File: src/rtl/dss_pkg.sv
package dss_pkg;

    typedef enum logic [2:0] {
        ST_IDLE,
        ST_ARMED,
        ST_MATCH,
        ST_LAUNCH,
        ST_WAIT
    } dss_state_e;

    localparam int STATUS_W = 5;
    localparam int ST_DONE  = 0;
    localparam int ST_HFAIL = 1;
    localparam int ST_LFAIL = 2;
    localparam int ST_DFAIL = 3;
    localparam int ST_OVR   = 4;

endpackage

File: src/rtl/dss_sector_track.sv
module dss_sector_track #(
    parameter int SECTORS_PER_TRACK = 12,
    parameter int SEC_W = $clog2(SECTORS_PER_TRACK)
) (
    input  logic             clk,
    input  logic             rst_n,
    input  logic             index_i,
    input  logic             mark_i,
    output logic             mark_valid_o,
    output logic [SEC_W-1:0] mark_num_o
);
    localparam logic [SEC_W-1:0] LAST_SEC = SEC_W'(SECTORS_PER_TRACK - 1);

    logic             pending_q;
    logic             valid_q;
    logic [SEC_W-1:0] cnt_q;
    logic [SEC_W-1:0] cnt_nxt;

    always_comb begin
        if (pending_q)
            cnt_nxt = '0;
        else if (cnt_q == LAST_SEC)
            cnt_nxt = '0;
        else
            cnt_nxt = cnt_q + 1'b1;
    end

    assign mark_valid_o = pending_q | valid_q;
    assign mark_num_o   = cnt_nxt;

    always_ff @(posedge clk) begin
        if (!rst_n) begin
            pending_q <= 1'b0;
            valid_q   <= 1'b0;
            cnt_q     <= '0;
        end else begin
            if (mark_i) begin
                if (pending_q || valid_q) begin
                    cnt_q   <= cnt_nxt;
                    valid_q <= 1'b1;
                end
                pending_q <= 1'b0;
            end
            if (index_i)
                pending_q <= 1'b1;
        end
    end

    // count stays inside the track
    a_r2_count_range: assert property (@(posedge clk) disable iff (!rst_n)
        cnt_q <= LAST_SEC);

    // first mark after an index always lands on sector 0
    a_r4_index_restart: assert property (@(posedge clk) disable iff (!rst_n)
        (pending_q && mark_i && !index_i) |=> (cnt_q == '0 && valid_q));

endmodule

File: src/rtl/dss_read_fsm.sv
module dss_read_fsm
    import dss_pkg::*;
#(
    parameter int SEC_W     = 4,
    parameter int HDR_WORDS = 2,
    parameter int LBL_WORDS = 8,
    parameter int DAT_WORDS = 256,
    parameter int LEN_W     = $clog2(DAT_WORDS + 1)
) (
    input  logic                clk,
    input  logic                rst_n,
    input  logic                start_i,
    input  logic [SEC_W-1:0]    target_i,
    input  logic                mark_i,
    input  logic                mark_valid_i,
    input  logic [SEC_W-1:0]    mark_num_i,
    input  logic                fld_done_i,
    input  logic                fld_crc_ok_i,
    output logic                got_sector_o,
    output logic                fld_start_o,
    output logic [LEN_W-1:0]    fld_len_o,
    output logic                busy_o,
    output logic [STATUS_W-1:0] status_o
);
    localparam logic [1:0] REC_HDR = 2'd0;
    localparam logic [1:0] REC_LBL = 2'd1;
    localparam logic [1:0] REC_DAT = 2'd2;

    dss_state_e          state_q, state_d;
    logic [SEC_W-1:0]    target_q;
    logic [1:0]          rec_q;
    logic [STATUS_W-1:0] status_q;
    logic                hit;
    logic                in_chain;

    assign hit      = mark_i && mark_valid_i && (mark_num_i == target_q);
    assign in_chain = (state_q == ST_MATCH) || (state_q == ST_LAUNCH) ||
                      (state_q == ST_WAIT);

    always_comb begin
        state_d = state_q;
        unique case (state_q)
            ST_IDLE:   if (start_i) state_d = ST_ARMED;
            ST_ARMED:  if (hit) state_d = ST_MATCH;
            ST_MATCH:  state_d = mark_i ? ST_IDLE : ST_LAUNCH;
            ST_LAUNCH: state_d = mark_i ? ST_IDLE : ST_WAIT;
            ST_WAIT: begin
                if (mark_i)
                    state_d = ST_IDLE;
                else if (fld_done_i)
                    state_d = (rec_q == REC_DAT) ? ST_IDLE : ST_LAUNCH;
            end
            default:   state_d = ST_IDLE;
        endcase
    end

    always_ff @(posedge clk) begin
        if (!rst_n)
            state_q <= ST_IDLE;
        else
            state_q <= state_d;
    end

    always_ff @(posedge clk) begin
        if (!rst_n) begin
            target_q <= '0;
            rec_q    <= REC_HDR;
            status_q <= '0;
        end else if (state_q == ST_IDLE && start_i) begin
            target_q <= target_i;
            rec_q    <= REC_HDR;
            status_q <= '0;
        end else if (in_chain && mark_i) begin
            status_q[ST_OVR]  <= 1'b1;
            status_q[ST_DONE] <= 1'b1;
        end else if (state_q == ST_WAIT && fld_done_i) begin
            unique case (rec_q)
                REC_HDR: status_q[ST_HFAIL] <= !fld_crc_ok_i;
                REC_LBL: status_q[ST_LFAIL] <= !fld_crc_ok_i;
                default: status_q[ST_DFAIL] <= !fld_crc_ok_i;
            endcase
            if (rec_q == REC_DAT)
                status_q[ST_DONE] <= 1'b1;
            else
                rec_q <= rec_q + 2'd1;
        end
    end

    always_comb begin
        got_sector_o = (state_q == ST_MATCH);
        fld_start_o  = (state_q == ST_LAUNCH);
        busy_o       = (state_q != ST_IDLE);
        status_o     = status_q;
        unique case (rec_q)
            REC_HDR: fld_len_o = LEN_W'(HDR_WORDS);
            REC_LBL: fld_len_o = LEN_W'(LBL_WORDS);
            default: fld_len_o = LEN_W'(DAT_WORDS);
        endcase
    end

    // a hit only follows a sector mark
    a_r5_got_after_mark: assert property (@(posedge clk) disable iff (!rst_n)
        got_sector_o |-> $past(mark_i));

    // arming clears status and raises busy
    a_r5_arm_clears: assert property (@(posedge clk) disable iff (!rst_n)
        (!busy_o && start_i) |=> (busy_o && status_o == '0));

    // header start directly follows the hit
    a_r6_hdr_follows: assert property (@(posedge clk) disable iff (!rst_n)
        (got_sector_o && !mark_i) |=> (fld_start_o && fld_len_o == LEN_W'(HDR_WORDS)));

    // field start is a single-cycle pulse
    a_r6_start_pulse: assert property (@(posedge clk) disable iff (!rst_n)
        fld_start_o |=> !fld_start_o);

    // leaving busy always reports done
    a_r8_done_on_exit: assert property (@(posedge clk) disable iff (!rst_n)
        $fell(busy_o) |-> status_o[ST_DONE]);

    // a mark during the chain aborts with overrun
    a_r9_overrun: assert property (@(posedge clk) disable iff (!rst_n)
        (in_chain && mark_i) |=> (!busy_o && status_o[ST_OVR]));

    // start while reading keeps status
    a_r10_busy_start: assert property (@(posedge clk) disable iff (!rst_n)
        (state_q == ST_WAIT && start_i && !mark_i && !fld_done_i) |=> $stable(status_o));

endmodule

File: src/rtl/disk_sector_seq.sv
module disk_sector_seq
    import dss_pkg::*;
#(
    parameter int SECTORS_PER_TRACK = 12,
    parameter int HDR_WORDS         = 2,
    parameter int LBL_WORDS         = 8,
    parameter int DAT_WORDS         = 256,
    localparam int SEC_W            = $clog2(SECTORS_PER_TRACK),
    localparam int LEN_W            = $clog2(DAT_WORDS + 1)
) (
    input  logic                clk,
    input  logic                rst_n,
    input  logic                start_i,
    input  logic [SEC_W-1:0]    target_i,
    input  logic                index_mark_i,
    input  logic                sector_mark_i,
    input  logic                fld_done_i,
    input  logic                fld_crc_ok_i,
    output logic                got_sector_o,
    output logic                fld_start_o,
    output logic [LEN_W-1:0]    fld_len_o,
    output logic                busy_o,
    output logic [STATUS_W-1:0] status_o
);
    logic             mark_valid;
    logic [SEC_W-1:0] mark_num;

    dss_sector_track #(
        .SECTORS_PER_TRACK (SECTORS_PER_TRACK),
        .SEC_W             (SEC_W)
    ) u_track (
        .clk          (clk),
        .rst_n        (rst_n),
        .index_i      (index_mark_i),
        .mark_i       (sector_mark_i),
        .mark_valid_o (mark_valid),
        .mark_num_o   (mark_num)
    );

    dss_read_fsm #(
        .SEC_W     (SEC_W),
        .HDR_WORDS (HDR_WORDS),
        .LBL_WORDS (LBL_WORDS),
        .DAT_WORDS (DAT_WORDS),
        .LEN_W     (LEN_W)
    ) u_fsm (
        .clk          (clk),
        .rst_n        (rst_n),
        .start_i      (start_i),
        .target_i     (target_i),
        .mark_i       (sector_mark_i),
        .mark_valid_i (mark_valid),
        .mark_num_i   (mark_num),
        .fld_done_i   (fld_done_i),
        .fld_crc_ok_i (fld_crc_ok_i),
        .got_sector_o (got_sector_o),
        .fld_start_o  (fld_start_o),
        .fld_len_o    (fld_len_o),
        .busy_o       (busy_o),
        .status_o     (status_o)
    );

endmodule

File: config.mk
export PLATFORM = sky130hd
export DESIGN_NAME = disk_sector_seq
export DESIGN_NICKNAME = d
export VERILOG_FILES = /design/src/rtl/dss_pkg.sv /design/src/rtl/dss_sector_track.sv /design/src/rtl/dss_read_fsm.sv /design/src/rtl/disk_sector_seq.sv
export SDC_FILE = /design/constraint.sdc
export NUM_CORES = 1
export LEC_CHECK = 0
export ABC_AREA = 0
export CORE_MARGIN = 2
export CORE_UTILIZATION = 48
export CTS_CLUSTER_SIZE = 28
export DETAILED_ROUTE_END_ITERATION = 10
export PLACE_DENSITY_LB_ADDON = 0.2
export RECOVER_POWER = 25
export SKIP_CTS_REPAIR_TIMING = 1
export SYNTH_ARGS = -nofsm -noshare
export SYNTH_HDL_FRONTEND = slang
export SYNTH_SLANG_ARGS = --single-unit
File: constraint.sdc
create_clock -name clk -period 1.85 [get_ports clk]
set_input_delay 0.555 -clock clk [delete_from_list [all_inputs] [get_ports clk]]
set_output_delay 0.555 -clock clk [all_outputs]
set_load 0.02 [all_outputs]
* After elaboration in Yosys (flattened, before gate mapping) *
Index checks and enable logic that the tools add are counted.

operators by class
  reduce and logical (&&, ||, !) cells = 24
  add/subtract/negate cells = 2
  equality and inequality tests = 11
  bitwise operators = 5
  multiplexer cells = 16

operators by type and width
  operator             count
  $pmux 9 s2           1
  $mux 3               5
  $pmux 3 s5           1
  $reduce_and 3->1     5
  $mux 4               2
  $eq 3x2->1 const B   2
  $reduce_bool 2->1    3
  $logic_and 1x1->1    5
  $mux 1               5
  $add 4x1->4 const B  1
  $eq 4x4->1           1
  $eq 4x4->1 const B   1
  $mux 2               2
  $not 1->1            4
  $reduce_and 2->1     2
  $reduce_or 2->1      2
  $eq 3x1->1 const B   1
  $eq 3x3->1 const B   1
  $logic_not 3->1      1
  $logic_or 1x1->1     3
  $ne 3x3->1 const B   1
  $reduce_bool 3->1    1
  $add 2x1->2 const B  1
  $eq 2x1->1 const B   1
  6 further kinds      6

word-level totals
  register bits = 20
  output and inout bits = 17
  logic and storage cells = 69

* Logic depth before layout (Yosys ltp) *
Gate-level depths: netlist of the first run.

  depth after elaboration = 7
  gate-level depth with buffers = 6
  depth with buffers taken out = 6

* Cells and area by module *
Synthesis of the first run repeated with hierarchy kept, for this count alone.

second synthesis, totals
  cell total of the unflattened synthesis = 131
  area total of the unflattened synthesis = 1139.8 µm²

modules (own cells, without submodules)
  module            area an instance (µm²)  times used  seq. area each (µm²)  cells each
  dss_read_fsm      809.5                   1           280.3                 91
  dss_sector_track  330.3                   1           120.1                 40

* Least setup slack after synthesis of the first run *
Ideal clock, no wire load.

  path kind = register -> register
  from = register u_track.cnt_q[0]
  to = register u_fsm.state_q[0]
  data arrival time = 1.480 ns
  stages on the path, launching flop included = 7
  path slack = 0.248 ns
  data required time = 1.729 ns
  buffers on the path = 0
  cell sequence = dfxtp_1 > ha_1 > or3b_1 > a21oi_2 > xnor2_1 > and4_1 > o21ai_2

between the ends
  word-level cells in the longest chain between the ends = 7
  elaborated cells between the ends (all ways) = 8

ends and longest elaborated chain
  item                                       RTL line                                        text
  from (decl)                                dss_sector_track.sv:16                          logic [SEC_W-1:0] cnt_q;
  from (signal assigned)                     dss_sector_track.sv:39                          cnt_q <= cnt_nxt;
  $add 4x1->4 or $eq 4x4->1 (tied branches)  dss_sector_track.sv:25, dss_sector_track.sv:22
  $mux 4 (*)                                 dss_sector_track.sv:22                          else if (cnt_q == LAST_SEC)
  $mux 4 (*)                                 dss_sector_track.sv:20                          if (pending_q)
  $eq 4x4->1 (*)                             dss_read_fsm.sv:36                              assign hit = mark_i && mark_valid_i && (mark_num_i == target_q);
  $logic_and 1x1->1 (*)                      dss_read_fsm.sv:36
  $ne 2x1->1 (no source line) (*)            n/a
  $reduce_and 3->1 (no source line) (*)      n/a
  to (signal assigned)                       dss_read_fsm.sv:61                              state_q <= state_d;
  to (decl)                                  dss_read_fsm.sv:29                              dss_state_e state_q, state_d;

Mark *: on every way between the ends. The rest lies on a longest branch, timed or not.
A chain may end at the register's enable or synchronous reset.

* Worst setup path after layout of the first run *
  from = register u_fsm.state_q[1]
  to = output fld_start_o

between the ends
  word-level cells in the longest chain between the ends = 1

ends and longest elaborated chain
  item        RTL line               text
  $eq 3x2->1  dss_read_fsm.sv:91     fld_start_o = (state_q == ST_LAUNCH);
  to (decl)   disk_sector_seq.sv:20  output logic fld_start_o,

Every way passes these cells.

==> results of run 1 <==
kinds of logic (layout without fill, tap and decap cells):
kind of cell    Yosys count  in the layout  synth area share
flops                    20             20            0.3559
simple gates             48             48            0.2525
xor+xnor                  3              3           0.02336
fa+ha+maj                 5              5           0.05562
buf+inv                  13             45           0.06451
compound gates           34             34            0.1913
mux                       6              6           0.05339
other cells               1              6          0.003334
worst max-delay path, cell delays in order (launching register included):
cell	delay (ns)
dfxtp_1	0.36
nor2b_2	0.19
and2_1	0.17
dlymetal6s2s_1	0.24
state kept, by name (all words and copies together), names as in the netlist:
| signal | flops |
|---|---|
| u_track.pending_q | 1 |
| u_track.valid_q | 1 |
| u_track.cnt_q | 4 |
| u_fsm.status_o | 5 |
| u_fsm.rec_q | 2 |
| u_fsm.state_q | 3 |
| u_fsm.target_q | 4 |
metrics by stage:
step                      hold slack, ns  utilization
final                             0.4650       0.6657
after global routing              0.5314       0.6657
after CTS                         0.4698       0.6680
after detailed placement          0.4528       0.6578
after global placement            0.4375       0.6578
after floorplan                   0.4703            -
power by group through the flow:
stage / clock [mW] / combinational, mW / sequential [mW]
finish: 0.203 / 0.139 / 0.458
global route: 0.228 / 0.153 / 0.461
CTS: 0.208 / 0.147 / 0.458
detailed placement: 0 / 0.146 / 0.468
global placement: 0 / 0.143 / 0.467
floorplan: 0 / 0.0938 / 0.464
worst min-delay path by stage:
stage | from | slack, ns | endpoint
after floorplan | u_fsm.rec_q[1] | 0.47 | u_fsm.rec_q[1]
after global placement | u_fsm.status_o[4] | 0.44 | u_fsm.status_o[4]
after detailed placement | u_fsm.status_o[4] | 0.45 | u_fsm.status_o[4]
after CTS | u_fsm.status_o[4] | 0.47 | u_fsm.status_o[4]
after global routing | u_fsm.status_o[4] | 0.53 | u_fsm.status_o[4]
final | u_fsm.status_o[4] | 0.47 | u_fsm.status_o[4]
per-layer routing:
metal  vias up  global-route usage  part of all wire
li1        527                   -                 -
met3         2             0.04000             0.043
met2        28              0.3167              0.47
met5         -                   0                 0
met1       486              0.2898              0.48
met4         0             0.07692            0.0081
layout make-up:
cell class / instances / area [um^2]
Timing Repair Buffer: 37 / 319.1
Sequential cell: 20 / 402.9
Tap cell: 28 / 35.03
Fill cell: 190 / 739.5
Inverter: 5 / 18.77
Clock buffer: 3 / 22.52
Multi-Input combinational cell: 102 / 674.4
synthesized netlist by cell type (2+ instances only):
cell      instances  area, um^2
a22oi_1           2       15.01
a21boi_0          2       15.01
a211oi_1          2       15.01
nor2_1            8       30.03
buf_4             6       45.04
dfxtp_1          20       400.4
nand3_1           3       15.01
a311oi_1          2       17.52
nand2b_1          3       18.77
ha_1              5       62.56
mux2i_1           6       60.06
nor3b_1           2       15.01
inv_1             5       18.77
a21oi_1          11       55.05
xnor2_1           3       26.28
o21ai_0           7       35.03
nor2b_1          14       87.58
nand2_1           6       22.52
==> run metrics, run 1 <==
Post-synth EDFFs=0; final wirelength=2.585 mm; Final WS setup=0.04095 ns; DRC=0; Startpoint Class=flip-flop; Post-Place Cells=192; num rows=17; power per cell area=543.0 nW/um^2; setup_tns=0 ns; I/O pins=28; Max Clock Freq=0.5528 GHz; Root Driver=clkbuf_4; area delta synth->final=30.92%; Psw=213.4 uW; Final Hold Viols=0; crit path kind=reg -> out; CTS tree=yes; r2r startpoint=u_track.cnt_q[0]; Final setup viols=0; switching fraction of total power=0.2669; post-placement setup slack=-0.04585 ns; Setup crit end=fld_start_o; WP data required=1.29 ns; Final Critical Period=1.809 ns; Tot Pwr=799.7 uW; flops & latches, synth=20; H-tree levels=1; register area share after synthesis=0.3560; Routability Congestion=0.7745; Crit. Startpoint=u_fsm.state_q[1]; CTS sink cnt=20; ANT cells=0; crit path max fanout=3; commonest cells after routing, fill and taps aside=dfxtp_1, buf_4, nor2b_1; Mapped Cells=130; clock power share=0.254; flop-to-flop setup slack=0.15 ns; worst r2r dst=u_fsm.state_q[1]; vias per cell=5.349; core footprint=2212 um^2; Port Buffers=21; Num CTS Buffers=3; layout cells sized above 1=0.1677; first-pass GRT wire length=4.222 mm; status=completed; DP HPWL=1.947 mm; DP Area=1455 um^2; min-delay worst type=reg -> reg; leakage=0.6794 nW; worst vdd ir=0.4629 mV; initial core utilization=0.5085; crit path DAT=1.25 ns; router iterations before antenna repair=4; fin area=1473 um^2; Die H=52.41 um; combinational share of power=0.173; GRT Residual Overflow=0; worst skew pair latency=0.29 ns; Post-DRT Antenna Nets=0; number of global-route vias before repair=954; clock transition at the registers of the reported paths=0.11 ns; Pint=586.3 uW; chip width=52.41 um; R2R depth=6; top_reg_cell synth=dfxtp_1; aggregate global-route resource usage=0.2081; Final #Nets=185; syn avg cell area=8.653 um^2; Crit. End Element=output port; clock buffer depth=2; Synth cell types=41; ys async rst share=0; sequential share of power=0.573; Final Slew Violations=0; vias post-DR=1043; Starting DRT DRC Count=26; commonest non-fill, non-tap cell in the layout=dfxtp_1; Die ar.=2747 um^2; clk_skew=0.001853 ns; synth warn=0; initial antenna violation count=0; max-cap violations=0; Hold Path Depth=2; largest net degree at the start of global routing=12; drt wl/cell=13.26 um; Final period util=0.9779; Final Non-Filler Cells=195; mapped cell area=1125 um^2
(Power assumes the default switching activity.)
==> run 2: changes to the inputs <==
- ABC_AREA: 0 -> 1
- SYNTH_HIERARCHICAL: unset -> 1
==> run metrics, run 2 <==
worst skew pair latency=0.30 ns (about the same); CP peak stage delay=0.60 ns (+0.24 ns); number of global-route vias before repair=980 (+2.7%); Hold WS=0.4748 ns (+0.009801 ns); chip width=53.42 um (+1.9%); Final #Nets=224 (+21%); GR met2 Demand/Resource=0.3333 (+0.01667); Num CTS Buffers=3 (unchanged); clock buffer depth=2 (unchanged); Max Clock Freq=0.5536 GHz (+0.15%); commonest cells after routing, fill and taps aside=nand2_1, inv_1, nor2_1; most frequent cell after synthesis=nand2_1; I/O pins=28 (unchanged); DRC=0 (unchanged); CTS sink cnt=20 (unchanged); DP HPWL=1.853 mm (-4.8%); layout cells sized above 1=0.2019 (+0.03426); crit path max fanout=2 (-1); commonest non-fill, non-tap cell in the layout=nand2_1; flops & latches, synth=20 (unchanged); Final Hold Viols=0 (unchanged); post-placement setup slack=-0.06983 ns (-0.02399 ns); fill count=208 (+9.5%); Die H=53.42 um (+1.9%); mapped cell area=1172 um^2 (+4.2%); area share of the leading cell type in the synthesized netlist=0.3415 (-0.01444); Synth cell types=23 (-44%); Post-Place Cells=229 (+19%); crit path DAT=1.25 ns (about the same); largest net degree at the start of global routing=12 (unchanged); critical path cell sequence=clkdlybuf4s50_1; Crit. End Element=output port; initial antenna violation count=0 (unchanged); ranking of synthesized cells by area=dfxtp_1, nand2_1, inv_1; first-pass GRT wire length=3.836 mm (-9.1%); Startpoint Class=flip-flop; Tot Pwr=1.048 mW (+31%); Final WS setup=0.04365 ns (+0.002702 ns); top cells by count, synth=nand2_1, inv_1, nor2_1, dfxtp_1, nand3_1; max reg flops=5 (unchanged); router iterations before antenna repair=4 (unchanged); ys async rst share=0 (unchanged); vias per cell=4.750 (-11%); Root Driver=clkbuf_4; unrepaired setup endpoints after global routing=yes; M1 GR Usage=0.2045 (-0.08525); worst vdd ir=0.5556 mV (+20%); Port Buffers=21 (unchanged); status=completed; WP data required=1.29 ns (about the same); Post-DRT Antenna Nets=0 (unchanged); Critical-path top delay cell=clkdlybuf4s50_1; leakage=0.8342 nW (+23%); H-tree levels=1 (unchanged); max-cap violations=0 (unchanged); Final setup viols=0 (unchanged); aggregate global-route resource usage=0.1867 (-0.02148); Mapped Cells=171 (+32%); Starting DRT DRC Count=18 (-31%); Final period util=0.9764 (-0.001460); register area share after synthesis=0.3415 (-0.01444); initial core utilization=0.5200 (+0.01149); CTS tree=yes; Final Non-Filler Cells=236 (+21%); core footprint=2255 um^2 (+1.9%); CP delay by family, top=buffers and inverters; CP Buf/Inv Count=1 (unchanged); clock transition at the registers of the reported paths=0.11 ns (about the same); num rows=17 (unchanged); syn avg cell area=6.856 um^2 (-21%); final wirelength=2.337 mm (-9.6%); met3 GRT Util=0.05932 (+0.01932); gr busiest metal=met2; power per cell area=686.8 nW/um^2 (+26%); drt wl/cell=9.903 um (-25%); Final Slew Violations=0 (unchanged); Final Critical Period=1.806 ns (-0.002702 ns); GRT Residual Overflow=0 (unchanged); synth warn=6 (+6); clk_skew=0.006910 ns (+0.005058 ns); min-delay worst type=reg -> reg; crit path kind=reg -> out; vias post-DR=1121 (+7.5%); area delta synth->final=30.20%; Die ar.=2854 um^2 (+3.9%); top_reg_cell synth=dfxtp_1; Synth area leader=dfxtp_1; Routability Congestion=0.8559 (+11%); Post-synth EDFFs=0 (unchanged); ANT cells=0 (unchanged)
## run 2: cell types whose count changed after synthesis, sizes merged, moves of 6 or more
cell,delta
nand2,+32
nor2b,-14
nor2,+16
mux2i,-6
nand3,+12
inv,+28
## run 2: area by class of cell
class / count / area, um^2 / area share
tap: 28 / 35.03 / 0.02295
multi-input combinational: 116 / 621.8 / 0.4074
sequential: 20 / 405.4 / 0.2656
inverter: 34 / 128.9 / 0.08443
timing repair buffer: 34 / 299.0 / 0.1959
clock buffer: 4 / 36.28 / 0.02377
## run 2: cell families (layout without fill, tap and decap cells)
logic type,after synthesis,in the layout,share of synthesized area
AND/OR/NAND/NOR,81,81,0.3415
buffers and inverters,40,72,0.1483
AO/OA/AOI/OAI,23,23,0.1078
flip-flops,20,20,0.3415
adder cells (fa/ha/maj),4,4,0.04269
XOR/XNOR,2,2,0.01494
other,1,6,0.003199
## run 2: power by group
group	total [mW]	switching (mW)	internal (mW)
Clock	0.254	0.134	0.120
Combinational	0.313	0.183	0.130
Sequential	0.482	0.0199	0.462
Total	1.05	0.337	0.712
## run 2: per-layer routing
layer  wire length, um  part of all wire
met2              1127              0.48
met1              1036              0.44
met3               155             0.066
met4                17            0.0073
met5                 0                 0
## run 2: final timing paths
| check | slack (ns) | endpoint | cells past startpoint | from |
|---|---|---|---|---|
| min | 0.47 | u_fsm/target_q[0] | 2 | u_fsm/target_q[0] |
| max | 0.04 | status_o[0] | 1 | u_fsm/status_o[0] |
| max reg2reg | 0.17 | u_fsm/state_q[0] | 15 | u_track/cnt_q[0] |
| min reg2reg | 0.47 | u_fsm/target_q[0] | 2 | u_fsm/target_q[0] |
## run 2: metrics by stage
stage | utilization | setup TNS, ns | area (um^2)
CTS | 0.6665 | -1.972 | 1503
global placement | 0.6504 | -0.05293 | 1466
floorplan | - | 0 | 1191
finish | 0.6770 | 0 | 1526
global route | 0.6770 | -0.01827 | 1526
detailed placement | 0.6504 | -0.1050 | 1466
